--- src/rtl/bus_own_pkg.sv ---
package bus_own_pkg;

  localparam int OWN_STATE_W = 2;

  typedef enum logic [OWN_STATE_W-1:0] {
    OWN_IDLE   = 2'd0,
    OWN_REQ    = 2'd1,
    OWN_ACTIVE = 2'd2,
    OWN_PARK   = 2'd3
  } own_state_e;

  // Next-state decision. usable = grant present and bus free; eos = masked end of sequence.
  function automatic own_state_e own_next(own_state_e cur, logic want, logic gnt,
                                          logic usable, logic eos);
    own_state_e nxt;
    nxt = cur;
    unique case (cur)
      OWN_IDLE: begin
        if (want) nxt = usable ? OWN_ACTIVE : OWN_REQ;
      end
      OWN_REQ: begin
        if (usable) nxt = OWN_ACTIVE;
      end
      OWN_ACTIVE: begin
        if (eos) begin
          if (!gnt)      nxt = OWN_IDLE;
          else if (!want) nxt = OWN_PARK;
        end
      end
      OWN_PARK: begin
        if (!gnt)      nxt = OWN_IDLE;
        else if (want) nxt = OWN_ACTIVE;
      end
      default: nxt = OWN_IDLE;
    endcase
    return nxt;
  endfunction

  // Request line level, active low.
  function automatic logic own_req_level_n(own_state_e s, logic hold);
    return (s == OWN_REQ || s == OWN_ACTIVE) ? 1'b0 : ~hold;
  endfunction

  function automatic logic own_holds_bus(own_state_e s);
    return (s == OWN_ACTIVE || s == OWN_PARK);
  endfunction

endpackage

--- src/rtl/bus_own_qual.sv ---
module bus_own_qual (
  input  logic bus_grant,
  input  logic bus_busy_in,
  input  logic end_seq,
  input  logic rmw_read,
  output logic grant_usable,
  output logic eos_eff
);
  // Ownership may be taken only with grant present and no other master busy.
  assign grant_usable = bus_grant & ~bus_busy_in;
  // The read half of a read-modify-write masks end of sequence.
  assign eos_eff = end_seq & ~rmw_read;
endmodule

--- src/rtl/bus_own_fsm.sv ---
module bus_own_fsm
  import bus_own_pkg::*;
(
  input  logic       clk,
  input  logic       rst,
  input  logic       acc_req,
  input  logic       bus_grant,
  input  logic       rmw_read,
  input  logic       grant_usable,
  input  logic       eos_eff,
  output own_state_e state_q
);
  own_state_e state_d;

  always_comb state_d = own_next(state_q, acc_req, bus_grant, grant_usable, eos_eff);

  always_ff @(posedge clk) begin
    if (rst) state_q <= OWN_IDLE;
    else     state_q <= state_d;
  end

  // idle stays idle without a request
  a_r4_idle_waits: assert property (@(posedge clk) disable iff (rst)
    (state_q == OWN_IDLE && !acc_req) |=> state_q == OWN_IDLE);

  // requesting never falls to idle or parked
  a_r5_req_no_drop: assert property (@(posedge clk) disable iff (rst)
    (state_q == OWN_REQ) |=> (state_q != OWN_IDLE && state_q != OWN_PARK));

  // active is held when end of sequence is absent
  a_r6_active_holds: assert property (@(posedge clk) disable iff (rst)
    (state_q == OWN_ACTIVE && !eos_eff) |=> state_q == OWN_ACTIVE);

  // read half of read-modify-write keeps the bus
  a_r7_rmw_keeps: assert property (@(posedge clk) disable iff (rst)
    (state_q == OWN_ACTIVE && rmw_read) |=> state_q == OWN_ACTIVE);

  // parked never re-enters requesting
  a_r8_park_no_req: assert property (@(posedge clk) disable iff (rst)
    (state_q == OWN_PARK) |=> state_q != OWN_REQ);

endmodule

--- src/rtl/bus_own_out.sv ---
module bus_own_out
  import bus_own_pkg::*;
(
  input  own_state_e state_q,
  input  logic       req_hold,
  output logic       bus_req_n,
  output logic       busy_drive,
  output logic       acc_go
);
  always_comb begin
    bus_req_n  = own_req_level_n(state_q, req_hold);
    busy_drive = own_holds_bus(state_q);
    acc_go     = (state_q == OWN_ACTIVE);
  end
endmodule

--- src/rtl/bus_own_ctrl.sv ---
module bus_own_ctrl
  import bus_own_pkg::*;
(
  input  logic                   clk,
  input  logic                   rst,
  input  logic                   acc_req,
  input  logic                   bus_grant,
  input  logic                   bus_busy_in,
  input  logic                   end_seq,
  input  logic                   rmw_read,
  input  logic                   req_hold,
  output logic                   bus_req_n,
  output logic                   busy_drive,
  output logic                   acc_go,
  output logic [OWN_STATE_W-1:0] own_state
);
  logic       grant_usable;
  logic       eos_eff;
  own_state_e state_q;

  bus_own_qual u_qual (
    .bus_grant   (bus_grant),
    .bus_busy_in (bus_busy_in),
    .end_seq     (end_seq),
    .rmw_read    (rmw_read),
    .grant_usable(grant_usable),
    .eos_eff     (eos_eff)
  );

  bus_own_fsm u_fsm (
    .clk         (clk),
    .rst         (rst),
    .acc_req     (acc_req),
    .bus_grant   (bus_grant),
    .rmw_read    (rmw_read),
    .grant_usable(grant_usable),
    .eos_eff     (eos_eff),
    .state_q     (state_q)
  );

  bus_own_out u_out (
    .state_q   (state_q),
    .req_hold  (req_hold),
    .bus_req_n (bus_req_n),
    .busy_drive(busy_drive),
    .acc_go    (acc_go)
  );

  assign own_state = state_q;
endmodule

--- config.mk ---
export PLATFORM = sky130hd
export DESIGN_NAME = bus_own_ctrl
export DESIGN_NICKNAME = d
export VERILOG_FILES = /design/src/rtl/bus_own_pkg.sv /design/src/rtl/bus_own_qual.sv /design/src/rtl/bus_own_fsm.sv /design/src/rtl/bus_own_out.sv /design/src/rtl/bus_own_ctrl.sv
export SDC_FILE = /design/constraint.sdc
export NUM_CORES = 1
export LEC_CHECK = 0
export ABC_AREA = 0
export BUFFER_PORTS_ARGS = -buffer_cell sky130_fd_sc_hd__buf_2
export CAP_MARGIN = 10
export CORE_AREA = 2 2 39 41
export DETAILED_ROUTE_END_ITERATION = 8
export DIE_AREA = 0 0 41 43
export GPL_ROUTABILITY_DRIVEN = 0
export PLACE_DENSITY = 0.38
export RECOVER_POWER = 50
export SKIP_LAST_GASP = 1
export SYNTH_ARGS = -nofsm -noshare
export SYNTH_HDL_FRONTEND = slang
export SYNTH_SLANG_ARGS = --single-unit
--- constraint.sdc ---
create_clock -name clk -period 2.5 [get_ports clk]
set_input_delay 0.5 -clock clk [delete_from_list [all_inputs] [get_ports clk]]
set_output_delay 0.5 -clock clk [all_outputs]
set_load 0.005 [all_outputs]
# == After elaboration in Yosys (flattened, before gate mapping) ==
# Cells that the tools add are included.
# word_totals
regBits,2
in_bits,8
output_inout_bits,5
elab_cells,28
# op_classes
n_eq_ne,8
muxes,10
bitwise_logic,5
n_reduce_logical,4
# op_table
cell,n
2-bit two-way mux,8
2-bit one-hot mux with 4 select lines,1
"3-bit != test, second input constant",2
5-bit AND reduction,1
"2-bit equality test, second input constant",2
"2-bit by 1-bit != test with 1-bit output, second input constant",2
1-bit inverter,3
1-bit AND,2
"2-bit by 1-bit equality test with 1-bit output, second input constant",1
2-bit zero test,1
1-bit logical OR,2
"2-bit != test, second input constant",1
1-bit two-way mux,1

# == Depth between registers and ports, before layout ==
# Gate-level depths: netlist of the first run.
# depth
ltp_word,5
mapped_depth,6
ltp_nobuf,6

# == Modules after synthesis ==
# Synthesis of the first run repeated with hierarchy kept, for this count alone.
# unflattened
hier_cells,19
area_unflattened_um2,172.7
# modules_own_cells
mod,n_inst,cells_each,area_each_um2,seq_area_each_um2
bus_own_fsm,1,12,103.8,40.0
bus_own_out,1,5,41.3,0.0
bus_own_qual,1,2,27.5,0.0

# == Worst setup path after synthesis of the first run ==
# No wires, ideal clock.
# synth_timing
path_type,reg-to-reg
from,register u_fsm.state_q[0]
to,register u_fsm.state_q[1]
setup_time_ns,0.066
t_arrival_ns,1.555
t_required_ns,2.434
slack_ns,0.879
path_stages_with_launch,7
n_path_buf,0
synth_period_minus_slack_ns,1.621
path_cell_list,dfxtp_1 inv_1 ha_1 a21o_1 a221o_1 o32a_1 a21oi_2
# synth_between
elab_chain_len,3
word_cells_on_any_way,11
cone_classes,8 x eq/ne; 1 x mux; 2 x reduce/logical
# synth_rtl
item,line_no,text
from (decl),bus_own_fsm.sv:11,output own_state_e state_q
from (signal assigned),bus_own_fsm.sv:19,else state_q <= state_d;
"2-bit equality test, or another cell as far along",bus_own_pkg.sv:17,unique case (cur)
"3-bit != test (no source line), or another cell as far along",--,
5-bit AND reduction (no source line),--,
# Parallel ways exist; a longest one is shown, timed or not.
# A chain may end at the register's enable or synchronous reset.

# == Worst setup path in the final report of the first run ==
# layout_timing
from,register u_fsm.state_q[0]
to,output port busy_drive
# layout_between
elab_chain_len,2
word_cells_on_any_way,3
cone_classes,2 x eq/ne; 1 x reduce/logical
# layout_rtl
item,line_no,text
2-bit equality test,bus_own_pkg.sv:45,return (s == OWN_ACTIVE || s == OWN_PARK);
1-bit logical OR (*),bus_own_pkg.sv:45,
to (decl),bus_own_ctrl.sv:13,"output logic busy_drive,"
# Mark *: on every way between the ends. The rest lies on a longest branch, timed or not.

==> impl_metrics.ini, run 1 <==
[logic_synthesis]
synth_nets = 40
ys_seq_area_frac = 0.1675
synth_seq_cells = 2
synth_area_leaders = ha_1 21%, dfxtp_1 17%, nand2b_1 7.9%
synthArstFlopShare = 0
yosys.area_share.simple = 0.1518
synth-xor-area-share = 0
yosysWarningCount = 0
yosysTopAreaCell = ha_1
synth_edf_count = 0
synth_top_family_by_area = compound AO/OA/AOI/OAI gates
synthTopCellsByCount = 4 x ha_1, 4 x inv_1, 3 x nand2b_1, 2 x dfxtp_1, 2 x nor2_1
synthMuxAreaShare = 0.04188
synth_cells = 28
syn_area_per_cell_um2 = 8.535
synth_fa_ha_area_frac = 0.2094
synth.top_cell.area_share = 0.2094
synthesis.area_um2 = 239.0
synth_ff_type = dfxtp_1
synth_compound_area_frac = 0.3665
synthDistinctLibCells = 18

[layout]
drive_gt1_frac = 0.4186
diodes = 0
nets = 57
largest_register_ffs = 2
final_cells = 59
largest_register = u_fsm.state_q
reg_top3 = u_fsm.state_q (2)
final_util = 0.2468
areaGrowthSynthToFinish_pct = 42.93
nFillCells = 158

[timing]
worst_slack_ns = 0.5373
finalHoldViolations = 0
period_share = 0.7851
clock_skew_ns = 0.003013
rsz0062_at_grt = no
totalNegativeSetupSlack_ns = 0
setup_violations = 0
fin_crit_ns = 1.963
drv_slew = 0
tightest_slew_ns = 0.3278
max_freq_ghz = 0.5095
timing.slew.headroom = 0.7815

[global_routing]
grt_antenna_before_repair = 0
grt_pass1_vias = 224
met3_usage = 0.01571
overflow = 0
use_met2 = 0.1219
grt_use_total = 0.07415
grt-busiest-layer = met2
grt_max_degree = 8
met1_usage = 0.07348
grt_pass1_wl_um = 855

[clock_tree]
cts-root-buf = clkbuf_4
clock_sinks = 2
post_cts_buffers = 0
htreeDepth = 1
clock_latency_ns = 0.22
cts_tree = yes
path_clk_slew_ns = 0.03
numCtsBuffers = 3
ctsLongestPathBuffers = 2
cts.repair.resized = 0
cts_hold_buffers = 0

[drt]
drt-total-wl_um = 602
drc = 0
ant_nets = 0
routed-via-count = 252
avgViaCountPerCell = 4.271
first_pass_iters = 2
wl_per_cell_um = 10.20
drt_first_iter_violations = 1

[setup_path]
r2r_slack_ns = 0.75
critPathLaunch = u_fsm.state_q[0]
slowest_delay_ns = 0.43
r2r_cells = 6
cp_data_required_time_ns = 2.00
cp-start-kind = register
crit_buf_inv = 2
r2r-start = u_fsm.state_q[0]
crit_type = reg2out
cp_cell_sequence = inv_1 > ha_1 > or2_2 > buf_2
regToRegEndpoint = u_fsm.state_q[1]
cp_top_family = flip-flops
worstPathMaxFanout = 6
slowest_stage = dfxtp_1
arrival_ns = 1.46
cp-end-kind = output port

[power]
intPower_mw = 0.1987
p_sw_mw = 0.1379
power_mw = 0.3366
p_sw_frac = 0.4098
p_per_area_nw_per_um2 = 985.4
power_frac_seq = 0.191
p_leak_nw = 0.1777
p_comb_frac = 0.598
clockPowerShare = 0.211
peakVddDrop_mv = 0.2717

[placed_design]
placedCellCount = 56
place_ws_ns = 0.7507
hpwlAfterDp_um = 478.4
port_buffers = 12

[worst_hold_path]
whs_path_depth = 2
hold_start = u_fsm.state_q[0]
hold_end = u_fsm.state_q[0]
hold_class = reg2reg

[job]
max_cap_viol_count = 0

[floorplanning]
die_w_um = 41
num_rows = 14
die-height_um = 43
core_um2 = 1384
ios = 13
die-area_um2 = 1763
initial_core_util = 0.1727

[outcome]
status = finished, final reports clean
[final cells by class]
type / instances / area [um^2] / area share
Multi-Input combinational cell: 22 / 183.9 / 0.5385
Timing Repair Buffer: 12 / 60.06 / 0.1758
Sequential cell: 2 / 40.04 / 0.1172
Clock buffer: 3 / 22.52 / 0.06593
Tap cell: 16 / 20.02 / 0.05861
Inverter: 4 / 15.01 / 0.04396
[how the worst max path moves through the flow]
stage	endpoint	cells past startpoint
after floorplan	u_fsm.state_q[1]	6
after global placement	busy_drive	4
after detailed placement	u_fsm.state_q[1]	6
after CTS	busy_drive	4
after global routing	busy_drive	4
final	busy_drive	4
[per-stage QoR]
step           hold WS (ns)  instance area (um^2)
2_1_floorplan        0.5199                 239.0
3_3_place_gp         0.5565                 319.1
3_5_place_dp         0.5704                 319.1
4_1_cts              0.5789                 341.6
5_1_grt              0.6084                 341.6
6_report             0.5634                 341.6
[cell usage in the layout, fill, tap and decap left out, drive strengths merged, types with 2 or more instances in the layout]
cell type | netlist | routed
nand2b | 3 | 3
clkbuf | 0 | 3
ha | 4 | 4
dfxtp | 2 | 2
nor2 | 2 | 2
buf | 0 | 12
inv | 4 | 4
a21oi | 2 | 2
[per-layer routing]
metal	share of wire	vias up	wire length, um
li1	-	135	-
met1	0.40	110	240
met2	0.53	7	319
met3	0.068	0	41
met4	0	0	0
met5	0	-	0
[worst reg2reg max path: cells and delay by family (launching register included)]
| family | cells | cell delay [ns] |
|---|---|---|
| compound gates | 4 | 0.88 |
| fa+ha+maj | 1 | 0.27 |
| buf+inv | 1 | 0.10 |
| flops | 1 | 0.43 |
[power by group through the flow]
stage                     Clock, mW  Sequential [mW]  Combinational, mW
after global placement            0           0.0636              0.214
after floorplan                   0           0.0611              0.145
after CTS                    0.0770           0.0654              0.205
after global routing         0.0797           0.0669              0.224
final                        0.0709           0.0643              0.201
after detailed placement          0           0.0658              0.204
[cells by family (layout without fill, tap and decap cells)]
| kind of cell | after synthesis | after routing |
|---|---|---|
| adder cells (fa/ha/maj) | 4 | 4 |
| AND/OR/NAND/NOR | 7 | 7 |
| multiplexers | 1 | 1 |
| flip-flops | 2 | 2 |
| AO/OA/AOI/OAI | 10 | 10 |
| buffers and inverters | 4 | 19 |
Note: power is estimated with default switching activity, not from simulation.
==> run 2: changes to the inputs <==
ABC_AREA = 1   (was 0)
clock period = 1.85 ns   (was 2.5 ns; I/O delays follow)
==> run 2 against run 1 <==
Effect of this change: worst setup slack lost 0.42 ns; die area is the same; critical path depth is the same; final cell count grew 20%; via count grew 9.9%; sequential power grew 42%; sequential share of layout area grew 0.17 points; clock power grew 34%; wire length shrank 6.3%; register-to-register slack lost 0.24 ns; synthesized area is the same; critical endpoint unchanged.
==> impl_metrics.ini, run 2 <==
[drt]
wl_per_cell_um = 7.944
first_pass_iters = 3
ant_nets = 0
drc = 0
avgViaCountPerCell = 3.901
drt_first_iter_violations = 5
drt-total-wl_um = 564
routed-via-count = 277

[setup_path]
cp_data_required_time_ns = 1.48
slowest_delay_ns = 0.39
r2r_cells = 9
r2r_slack_ns = 0.51
worstPathMaxFanout = 5
r2r-start = u_fsm.state_q[1]
cp_cell_sequence = inv_1 > ha_1 > or2_2 > buf_2
regToRegEndpoint = u_fsm.state_q[0]
cp-start-kind = register
arrival_ns = 1.36
cp-end-kind = output port
slowest_stage = dfxtp_1
crit_type = reg2out

[clock_tree]
cts.repair.resized = 0
path_clk_slew_ns = 0.03
cts_tree = yes
clock_latency_ns = 0.22
ctsLongestPathBuffers = 2
numCtsBuffers = 3
htreeDepth = 1
clock_sinks = 2
cts_hold_buffers = 0
cts-root-buf = clkbuf_4
post_cts_buffers = 0

[global_routing]
grt_max_degree = 7
grt_use_total = 0.07816
grt_pass1_wl_um = 855
grt_antenna_before_repair = 0
overflow = 0
grt_pass1_vias = 247

[logic_synthesis]
syn_area_per_cell_um2 = 5.974
ys_seq_area_frac = 0.1675
synthesis.area_um2 = 239.0
synth_nets = 52
yosysTopAreaCell = ha_1
synth_cells = 40
synth_seq_cells = 2
synthDistinctLibCells = 12
yosysWarningCount = 0
synth_edf_count = 0
synth.top_cell.area_share = 0.2094
synthArstFlopShare = 0
synth_area_leaders = ha_1 21%, nand2_1 20%, dfxtp_1 17%
synthTopCellsByCount = 13 x nand2_1, 8 x inv_1, 4 x ha_1, 4 x nor2_1
yosysMostFrequentCell = nand2_1
synth_ff_type = dfxtp_1

[timing]
clock_skew_ns = 0.002894
fin_crit_ns = 1.730
setup_violations = 0
finalHoldViolations = 0
timing.slew.headroom = 0.8785
tightest_slew_ns = 0.1821
period_share = 0.9353
max_freq_ghz = 0.5780
totalNegativeSetupSlack_ns = 0
rsz0062_at_grt = no
drv_slew = 0

[floorplanning]
num_rows = 14
die-area_um2 = 1763
core_um2 = 1384
die-height_um = 43
initial_core_util = 0.1727
die_w_um = 41
ios = 13

[power]
power_frac_seq = 0.185
p_comb_frac = 0.622
clockPowerShare = 0.193
p_leak_nw = 0.2137
p_sw_mw = 0.2200
intPower_mw = 0.2734
p_per_area_nw_per_um2 = 1466
p_sw_frac = 0.4459
peakVddDrop_mv = 0.5343

[layout]
reg_top3 = u_fsm.state_q (2)
layout_common_cells = 13 x nand2_1, 12 x buf_2, 8 x inv_1
diodes = 0
largest_register_ffs = 2
nFillCells = 168
nets = 69
largest_register = u_fsm.state_q
layout.cells.most_common = nand2_1
final_util = 0.2432
areaGrowthSynthToFinish_pct = 40.84
drive_gt1_frac = 0.3273

[worst_hold_path]
whs_path_depth = 4
hold_end = u_fsm.state_q[1]
hold_class = in2reg
hold_start = rst

[outcome]
status = finished, final reports clean

[placed_design]
hpwlAfterDp_um = 466.2
port_buffers = 12

[job]
max_cap_viol_count = 0
[run 2: cell count changes after synthesis, sizes merged, moves of 2 or more]
cell	before	now
inv	4	9
o21ai	1	3
nand2	1	13
nor2	2	4
nand3	0	3
nand2b	3	0
a21oi	2	0
[run 2: logic make-up (layout without fill, tap and decap cells)]
| kind of cell | after synthesis | after routing | share of synthesized area |
|---|---|---|---|
| buffers and inverters | 9 | 24 | 0.1414 |
| adders and majority gates | 4 | 4 | 0.2094 |
| DFF | 2 | 2 | 0.1675 |
| AOI/OAI and AO/OA | 3 | 3 | 0.07854 |
| and+or+nand+nor | 22 | 22 | 0.4032 |
[run 2: worst max-delay path by stage]
| stage | start | endpoint | slack (ns) | cells past startpoint |
|---|---|---|---|---|
| final | u_fsm.state_q[0] | busy_drive | 0.12 | 4 |
| after global routing | u_fsm.state_q[0] | busy_drive | 0.03 | 4 |
| after CTS | u_fsm.state_q[0] | busy_drive | 0.10 | 4 |
| after detailed placement | u_fsm.state_q[0] | busy_drive | 0.35 | 4 |
| after global placement | u_fsm.state_q[0] | busy_drive | 0.38 | 4 |
| after floorplan | u_fsm.state_q[0] | busy_drive | 0.48 | 3 |
[run 2: cell type report]
cell class              instances  area [um^2]  share of cell area
multi-input cells              29        160.2              0.4758
repair buffers                 12        60.06              0.1784
flip-flops and latches          2        40.04              0.1190
inverters                       9        33.78              0.1004
clock buffers                   3        22.52             0.06691
well taps                      16        20.02             0.05948
[run 2: routing by layer]
layer | vias up | part of all wire | GRT usage
met5 | - | 0 | 0
met4 | 0 | 0 | 0.08000
met3 | 0 | 0.099 | 0.04712
met2 | 11 | 0.42 | 0.09688
met1 | 111 | 0.48 | 0.08307
li1 | 155 | - | -
[run 2: power groups by stage]
stage | clock, mW | sequential, mW | combinational (mW)
after floorplan | 0 | 0.0898 | 0.214
after global placement | 0 | 0.0936 | 0.326
after detailed placement | 0 | 0.0921 | 0.319
after CTS | 0.103 | 0.0919 | 0.321
after global routing | 0.106 | 0.0960 | 0.348
final | 0.0951 | 0.0914 | 0.307
[run 2: metrics by stage]
step                      hold WS [ns]  power [mW]  std cells  worst slack [ns]  cell area, um^2
after floorplan                 0.5252      0.3042         40            0.4769            239.0
after global placement          0.6245      0.4193         68            0.3775            319.1
after detailed placement        0.6304      0.4115         68            0.3450            319.1
after CTS                       0.3910      0.5157         71            0.1029            341.6
after global routing            0.4172      0.5498         71           0.02616            336.6
final                           0.3970      0.4933         71            0.1198            336.6
[run 2: worst max-delay path, delay by kind of cell (launching register included)]
kind          cells  cell delay (ns)
flops             1             0.39
simple gates      1             0.29
fa+ha+maj         1             0.24
buf+inv           2             0.22
